### src/rtl/fss_pkg.sv
// Package: shared type for the frame sync strobe generator.
// Assumes: the shape encoding is fixed by the port contract (00/01/10/11).
package fss_pkg;

    typedef enum logic [1:0] {
        FSS_SHAPE_OPEN  = 2'b00,
        FSS_SHAPE_CLOSE = 2'b01,
        FSS_SHAPE_SPAN  = 2'b10,
        FSS_SHAPE_NONE  = 2'b11
    } fss_shape_e;

endpackage

### src/rtl/fss_delay_line.sv
// Module: fss_delay_line
// Holds back the serial data by a selectable number of bit times.
// Assumes: the tap changes only between frames; stage 0 holds the bit
// captured at the most recent enable, so a tap of 0 adds no extra delay.
module fss_delay_line #(
    parameter int OFF_W = 4
) (
    input  logic             clk,
    input  logic             rst_n,
    input  logic             bit_en,
    input  logic             din,
    input  logic [OFF_W-1:0] tap,
    output logic             dout
);
    localparam int DEPTH = 1 << OFF_W;

    logic [DEPTH-1:0] hist;

    // Shift one stage per bit enable; stage 0 receives the incoming bit.
    always_ff @(posedge clk) begin
        if (!rst_n) begin
            hist <= '0;
        end else if (bit_en) begin
            hist <= {hist[DEPTH-2:0], din};
        end
    end

    // Select the stage that holds the bit captured tap enables ago.
    always_comb begin
        dout = hist[tap];
    end

endmodule

### src/rtl/fss_frame_track.sv
// Module: fss_frame_track
// Tracks whether the serial stream is inside a frame after the current bit.
// Assumes: markers are valid only on bit_en cycles; a bit with both markers
// is a complete one-bit frame.
module fss_frame_track (
    input  logic clk,
    input  logic rst_n,
    input  logic bit_en,
    input  logic sof,
    input  logic eof,
    output logic in_frame
);
    // An opening bit enters the frame, a closing bit leaves it.
    always_ff @(posedge clk) begin
        if (!rst_n) begin
            in_frame <= 1'b0;
        end else if (bit_en) begin
            in_frame <= (sof | in_frame) & ~eof;
        end
    end

endmodule

### src/rtl/fss_shaper.sv
// Module: fss_shaper
// Produces the active-high strobe for the bit being captured.
// Assumes: in_frame reflects the bits before the current one; the shape is
// stable for the duration of a frame.
module fss_shaper
    import fss_pkg::*;
(
    input  logic       clk,
    input  logic       rst_n,
    input  logic       bit_en,
    input  logic       sof,
    input  logic       eof,
    input  logic       in_frame,
    input  fss_shape_e shape,
    output logic       strobe
);
    logic strobe_nxt;

    // Choose the strobe level of the current bit from the selected shape.
    always_comb begin
        unique case (shape)
            FSS_SHAPE_OPEN:  strobe_nxt = sof;
            FSS_SHAPE_CLOSE: strobe_nxt = eof;
            FSS_SHAPE_SPAN:  strobe_nxt = sof | in_frame;
            default:         strobe_nxt = 1'b0;
        endcase
    end

    // Register the strobe so it lines up with the registered data bit.
    always_ff @(posedge clk) begin
        if (!rst_n) begin
            strobe <= 1'b0;
        end else if (bit_en) begin
            strobe <= strobe_nxt;
        end
    end

endmodule

### src/rtl/fss_gen.sv
// Module: fss_gen (top)
// Frame sync strobe generator beside a bit-serial data stream. The data is
// delayed by cfg_offset bit times. The strobe is not delayed, so it leads
// the data by that count. Polarity is applied last.
// Assumes: the configuration changes only between frames.
module fss_gen
    import fss_pkg::*;
#(
    parameter int OFF_W = 4
) (
    input  logic             clk,
    input  logic             rst_n,
    input  logic             bit_en,
    input  logic             sof,
    input  logic             eof,
    input  logic             data_in,
    input  logic [1:0]       cfg_shape,
    input  logic [OFF_W-1:0] cfg_offset,
    input  logic             cfg_invert,
    output logic             data_out,
    output logic             fss_out
);
    logic       in_frame;
    logic       strobe;
    fss_shape_e shape;

    // Map the raw shape code onto the shared enumeration.
    always_comb begin
        shape = fss_shape_e'(cfg_shape);
    end

    fss_delay_line #(.OFF_W(OFF_W)) u_delay (
        .clk    (clk),
        .rst_n  (rst_n),
        .bit_en (bit_en),
        .din    (data_in),
        .tap    (cfg_offset),
        .dout   (data_out)
    );

    fss_frame_track u_track (
        .clk      (clk),
        .rst_n    (rst_n),
        .bit_en   (bit_en),
        .sof      (sof),
        .eof      (eof),
        .in_frame (in_frame)
    );

    fss_shaper u_shape (
        .clk      (clk),
        .rst_n    (rst_n),
        .bit_en   (bit_en),
        .sof      (sof),
        .eof      (eof),
        .in_frame (in_frame),
        .shape    (shape),
        .strobe   (strobe)
    );

    // Apply the selected polarity to the strobe.
    always_comb begin
        fss_out = strobe ^ cfg_invert;
    end

endmodule

### config.mk
export PLATFORM = sky130hd
export DESIGN_NAME = fss_gen
export DESIGN_NICKNAME = d
export VERILOG_FILES = /design/src/rtl/fss_pkg.sv /design/src/rtl/fss_delay_line.sv /design/src/rtl/fss_frame_track.sv /design/src/rtl/fss_shaper.sv /design/src/rtl/fss_gen.sv
export SDC_FILE = /design/constraint.sdc
export NUM_CORES = 1
export LEC_CHECK = 0
export ABC_CLOCK_PERIOD_IN_PS = 2300
export BUFFER_PORTS_ARGS = -buffer_cell sky130_fd_sc_hd__buf_2
export CAP_MARGIN = 25
export CORE_UTILIZATION = 52
export DETAILED_ROUTE_END_ITERATION = 10
export PLACE_DENSITY = 0.75
export SYNTH_ARGS = -nofsm -noshare
export SYNTH_HDL_FRONTEND = slang
export SYNTH_SLANG_ARGS = --single-unit
### constraint.sdc
create_clock -name clk -period 2.3 [get_ports clk]
set_input_delay 0.69 -clock clk [delete_from_list [all_inputs] [get_ports clk]]
set_output_delay 0.69 -clock clk [all_outputs]
set_load 0.01 [all_outputs]
==> run summary, run 1 <==
- data arrival time of the worst path: 1630 ps
- post-DR wirelength/cell: 13.30 um
- routed via count divided by cell count: 5.475
- vias: 542
- cells after synthesis: 69
- die outline width: 41.76 um
- Clock Sink Count: 18
- final cell utilization of the core: 0.6751
- RSZ-0062 raised after global routing: yes
- clock skew after layout: 4.655 ps
- class of the worst hold path: reg2reg
- register bit count reported by yosys: 18
- first-pass iteration count of the detailed router: 2
- number of distinct library cells after synthesis: 12
- num rows: 13
- final standard cell count with taps included and fillers excluded: 99
- Max H-tree Level: 1
- status: complete, but fails checks
- final critical-path setup slack: -17.74 ps
- root cell of the clock tree: sky130_fd_sc_hd__clkbuf_4
- Leakage: 0.4067 nW
- Syn Nets: 82
- Tightest Pin Transition: 519.2 ps
- critical-path cell list: buf_12 > mux4_2 > mux2i_1 > mux2i_1 > buf_2
- vertical die dimension: 41.76 um
- Avg Synthesized Cell Area: 11.91 um^2
- number of input and output port buffers inserted: 14
- DRC marker count from the first detailed-route iteration: 7
- Final GP Congestion: 0.6575
- Critical Path End Type: primary output
- Total Routed Length: 1317 um
- Critical Path Source Type: input pin
- layout cell share with drive strength beyond 1: 0.2619
- ratio of final minimum period to clock period: 1.008
- initial cell density of the core: 0.5946
- total CTS buffers: 3
- worst max-slew margin expressed relative to the limit: 0.6538
- final number of hold-violating endpoints: 0
- critical path's largest stage delay: 480 ps
- number of setup violations in the final report: 1
- crit path kind: in2out
- Max Buffers Root-to-Sink: 2
- TritonCTS clock tree: done
- synthesized cell area: 822.0 um^2
- max-slew violation count: 0
- initial antenna violation count: 0
- clock slew seen by the registers of the worst setup and hold paths: 100 ps
- Maximum Capacitance Violations: 0
- Ports: 15
- core box area: 1383 um^2
- Total Routing Usage GR: 0.1659
- DRC errors left: 0
- sequential fraction of the synthesis area: 0.4384
- number of setup buffers added after CTS: 0
- number of global-route vias before repair: 501
- antenna cell count: 0
- final total power: 0.5686 mW
- failing checks: setup timing
- final critical delay including setup and external delays: 2318 ps
- Data required, critical path: 1610 ps
- power per cell area: 609.2 nW/um^2
- Crit path top cell by count: sky130_fd_sc_hd__mux2i_1
- Total Nets Final: 98
- pin count of the biggest net entering global routing: 21
- global-route wire length before repair: 2242 um
- die area: 1744 um^2
- max frequency: 431.5 MHz
- number of warnings issued by yosys: 0
- # hold bufs at CTS: 0
- latest clock arrival within the worst-skew pair: 290 ps
- cell count after placement: 95
- count of nets left with antenna violations after detail routing: 0
- Max rail drop VDD: 0.0003897 V
- synthesis-to-layout area growth: 13.55%
- critical path's slowest cell: sky130_fd_sc_hd__mux4_2
- worst setup timing slack at the placement stage: -155.7 ps
- highest net fanout along the worst path: 4
- aggregate global routing overflow: 0
[worst max-delay path: cells and delay by family]
kind,cells,cell delay (ps)
multiplexers,3,710
buffers and inverters,2,230
[cell type report]
type	instances	area, um^2
clock buffers	4	36.28
flip-flops and latches	18	360.3
fillers	109	449.2
well taps	15	18.77
repair buffers	14	85.08
multi-input cells	48	432.9
[routing by layer]
metal / global-route usage / share of wire / vias up
li1: - / - / 272
met1: 0.2431 / 0.53 / 257
met2: 0.2313 / 0.41 / 11
met3: 0.04783 / 0.050 / 2
met4: 0.05806 / 0.0076 / 0
met5: 0 / 0 / -
[path summary, 6_finish.rpt]
check	endpoint	depth (start not counted)	startpoint	slack, ps
setup reg to reg	u_shape.strobe	3	u_track.in_frame	1500
hold / removal	u_track.in_frame	2	u_track.in_frame	500
setup / recovery	data_out	5	cfg_offset[0]	-20
hold reg to reg	u_track.in_frame	2	u_track.in_frame	500
[layout by cell type, fill, tap and decap left out]
cell type and count:
sky130_fd_sc_hd__nor2b_1 16, sky130_fd_sc_hd__xor2_1 1, sky130_fd_sc_hd__nand2_1 3, sky130_fd_sc_hd__mux2i_1 19, sky130_fd_sc_hd__o221ai_1 1, sky130_fd_sc_hd__buf_2 13, sky130_fd_sc_hd__dfxtp_1 18, sky130_fd_sc_hd__buf_12 1
sky130_fd_sc_hd__a21oi_1 2, sky130_fd_sc_hd__clkbuf_8 1, sky130_fd_sc_hd__clkbuf_4 3, sky130_fd_sc_hd__mux4_2 4, sky130_fd_sc_hd__o211a_1 1, sky130_fd_sc_hd__nor2_1 1
[logic make-up after synthesis]
logic type | count (synthesis) | synth area share
buffers and inverters | 3 | 0.01674
flip-flops | 18 | 0.4384
multiplexers | 23 | 0.3592
AO/OA/AOI/OAI | 4 | 0.03501
XOR/XNOR | 1 | 0.01066
AND/OR/NAND/NOR | 20 | 0.1400
[cell usage after synthesis (all sizes together)]
library cell	number	area, um^2
mux2i	19	190.2
dfxtp	18	360.4
nor2b	16	100.1
mux4	4	105.1
nand2	3	11.26
a21oi	2	10.01
buf	2	10.01
clkbuf	1	3.750
nor2	1	3.750
o211a	1	10.01
o221ai	1	8.760
xor2	1	8.760
[power breakdown]
part           switching (mW)  internal (mW)
registers             0.00325          0.316
clock network          0.0987         0.0965
logic                  0.0238         0.0305
[state kept, by name (all words and copies together) (netlist names)]
signal            flops
u_delay.hist         16
u_shape.strobe        1
u_track.in_frame      1
[timing repair]
action                                  in CTS  in global routing
endpoints found under the setup margin       1                  1
gates cloned                                 0                  0
gates resized for setup                      7                  1
pin swaps                                    0                  0
[through the flow]
stage / instance area [um^2] / hold slack (ps) / TNS [ps]
2_1_floorplan: 822.0 / 437.1 / 0
3_3_place_gp: 897.1 / 453.1 / -115.7
3_5_place_dp: 897.1 / 476.1 / -155.7
4_1_cts: 928.4 / 500.6 / -43.51
5_1_grt: 933.4 / 531.5 / -130.6
6_report: 933.4 / 500.3 / -17.74
(Power assumes the default switching activity.)
==> run 2, diff against run 1 <==
BUFFER_PORTS_ARGS = default   (was -buffer_cell sky130_fd_sc_hd__buf_2)
CORE_UTILIZATION = 55   (was 52)
DONT_BUFFER_PORTS = 1   (was default)
PLACE_DENSITY = 0.7   (was 0.75)
SYNTH_HIERARCHICAL = 1   (was default)
TNS_END_PERCENT = 10   (was default)
==> run 2 against run 1 <==
Against the previous run:
- the flow now finishes without violations
- total power decreased by 5.7%
- core utilization decreased by 3.6 points
- non-clock buffer count decreased by 14
- via count decreased by 8.7%
- critical path depth decreased by 2
- global-route usage increased by 1.1 points
- clock skew decreased by 2.2 ps
==> run summary, run 2 <==
- status: complete, no violations
- Syn Nets: 81
- vias: 495
- die outline width: 40.72 um
- top library cells by usage in the layout, fill and taps aside: sky130_fd_sc_hd__mux2i_1 (19), sky130_fd_sc_hd__dfxtp_1 (18), sky130_fd_sc_hd__nor2b_1 (16)
- final critical-path setup slack: 129.1 ps
- Critical Path Source Type: input pin
- area leader, netlist: sky130_fd_sc_hd__dfxtp_1
- Largest register FFs: 16
- most common flop cell mapped by yosys: sky130_fd_sc_hd__dfxtp_1
- synthesized cell area: 824.5 um^2
- core box area: 1350 um^2
- Max rail drop VDD: 0.0003551 V
- TritonCTS clock tree: done
- worst flop-to-flop path startpoint: u_track/in_frame
- worst flop-to-flop path endpoint: u_shape/strobe
- routed via count divided by cell count: 5.893
- final cell utilization of the core: 0.6395
- max frequency: 460.6 MHz
- class of the worst hold path: in2reg
- number of flops mapped to enable cells by yosys: 0
- count of fill cells added during filler insertion: 121
- Tightest Pin Transition: 266.7 ps
- final number of hold-violating endpoints: 0
- synthesis-to-layout area growth: 4.704%
- initial antenna violation count: 0
- Clock Sink Count: 18
- vertical die dimension: 40.72 um
- Data required, critical path: 1610 ps
- number of input and output port buffers inserted: 0
- most numerous cell types in the synthesized netlist: sky130_fd_sc_hd__mux2i_1 (19), sky130_fd_sc_hd__dfxtp_1 (18), sky130_fd_sc_hd__nor2b_1 (16)
- Ports: 15
- aggregate global routing overflow: 0
- latest clock arrival within the worst-skew pair: 290 ps
- number of cells on the worst reg-to-reg path: 3
- Avg Synthesized Cell Area: 12.13 um^2
- layout cell share with drive strength beyond 1: 0.05797
- pin count of the biggest net entering global routing: 21
- most numerous cell in the Yosys netlist: sky130_fd_sc_hd__mux2i_1
- root cell of the clock tree: sky130_fd_sc_hd__clkbuf_4
- Maximum Capacitance Violations: 0
- final critical delay including setup and external delays: 2171 ps
- Total Routing Usage GR: 0.1768
- post-synthesis async set-or-reset flop share: 0
- Worst R2R Setup Slack: 1510 ps
- count of nets left with antenna violations after detail routing: 0
- Max Buffers Root-to-Sink: 2
- RSZ-0062 raised after global routing: no
- Total Nets Final: 83
- die area: 1658 um^2
- Setup crit end: data_out
- worst max-slew margin expressed relative to the limit: 0.8171
- Final GP Congestion: 0.6766
- number of distinct library cells after synthesis: 14
- DRC errors left: 0
- post-layout instance area: 863.3 um^2
- power per cell area: 621.4 nW/um^2
- # hold bufs at CTS: 0
- crit path kind: in2out
- Top Registers: u_delay/hist x16, u_shape/strobe x1, u_track/in_frame x1
- DRC marker count from the first detailed-route iteration: 10
- number of warnings issued by yosys: 6
- clock slew seen by the registers of the worst setup and hold paths: 100 ps
- CTS-repair resized insts: 0
- top register by number of flip-flops: u_delay/hist
- Fin Hold WS: 477.2 ps
- max-slew violation count: 0
- number of setup buffers added after CTS: 0
- number of global-route vias before repair: 414
- number of setup violations in the final report: 0
- Detailed Place HPWL: 889.2 um
- Max H-tree Level: 1
- Critical Path End Type: primary output
- ratio of final minimum period to clock period: 0.9439
- fraction of synthesized cell area taken by the top area cell type: 0.4370
- cells after synthesis: 68
- total CTS buffers: 3
- setup TNS: 0 ps
- Crit. Startpoint: cfg_offset[0]
- data arrival time of the worst path: 1480 ps
- Total Routed Length: 1227 um
- highest net fanout along the worst path: 4
- clock skew after layout: 2.474 ps
- num rows: 13
- register bit count reported by yosys: 18
- sequential fraction of the synthesis area: 0.4370
- post-detailed-placement cell area: 827.0 um^2
- global-route wire length before repair: 1821 um
- most common library cell in the layout ignoring fill and taps: sky130_fd_sc_hd__mux2i_1
- first-pass iteration count of the detailed router: 2
- worst setup timing slack at the placement stage: 122.3 ps
- leading post-synthesis cells by cell area: sky130_fd_sc_hd__dfxtp_1 (44%), sky130_fd_sc_hd__mux2i_1 (23%), sky130_fd_sc_hd__mux4_1 (13%)
- antenna cell count: 0
- Leakage: 0.3719 nW
- post-DR wirelength/cell: 14.61 um
- initial cell density of the core: 0.6108
==> run 2: cell types whose count changed after synthesis, sizes merged <==
| cell | change |
|---|---|
| nand2 | -2 |
| a211oi | +1 |
| nor2 | -1 |
| inv | +1 |
==> run 2: how the worst min path moves through the flow <==
stage | slack (ps) | startpoint | depth (start not counted) | endpoint
finish | 480 | bit_en | 1 | u_track/in_frame
global route | 460 | bit_en | 1 | u_track/in_frame
CTS | 460 | bit_en | 1 | u_track/in_frame
detailed placement | 510 | u_shape/strobe | 1 | u_shape/strobe
global placement | 500 | u_shape/strobe | 1 | u_shape/strobe
floorplan | 470 | u_delay/hist[15] | 2 | u_delay/hist[15]
==> run 2: worst max-delay path, cell delays in order <==
cell                      delay [ps]
sky130_fd_sc_hd__mux4_1          510
sky130_fd_sc_hd__mux2i_1         140
sky130_fd_sc_hd__mux2i_1         130
==> run 2: logic make-up (layout without fill, tap and decap cells) <==
| family | after synthesis | count (layout) | share of synthesized area |
|---|---|---|---|
| flops | 18 | 18 | 0.4370 |
| mux | 23 | 23 | 0.3581 |
| xor+xnor | 1 | 1 | 0.01062 |
| compound gates | 5 | 5 | 0.04401 |
| simple gates | 17 | 17 | 0.1259 |
| buf+inv | 4 | 5 | 0.02427 |
==> run 2: area by class of cell <==
cell class | instances | area [um^2] | share of cell area
multi-input combinational | 46 | 444.2 | 0.5145
tap | 15 | 18.77 | 0.02174
clock buffer | 4 | 36.28 | 0.04203
inverter | 1 | 3.754 | 0.004348
sequential | 18 | 360.3 | 0.4174
==> run 2: layer usage <==
| layer | GRT usage | wire, um | up-vias |
|---|---|---|---|
| met5 | 0 | 0 | - |
| met4 | 0.1000 | 23 | 0 |
| met3 | 0.06522 | 63 | 5 |
| met2 | 0.2659 | 547 | 11 |
| met1 | 0.2165 | 592 | 229 |
| li1 | - | - | 250 |
==> run 2: report_power, final <==
group          switching [mW]  leakage [nW]  internal [mW]
Clock                  0.0967        0.0210         0.0965
Sequential            0.00293         0.146          0.316
Combinational         0.00533         0.205         0.0191
Total                   0.105         0.372          0.431
==> run 2: per-stage QoR <==
| step | std cells | total power [mW] |
|---|---|---|
| after floorplan | 68 | 0.3569 |
| after global placement | 80 | 0.3501 |
| after detailed placement | 80 | 0.3508 |
| after CTS | 84 | 0.5445 |
| after global routing | 84 | 0.5552 |
| final | 84 | 0.5364 |
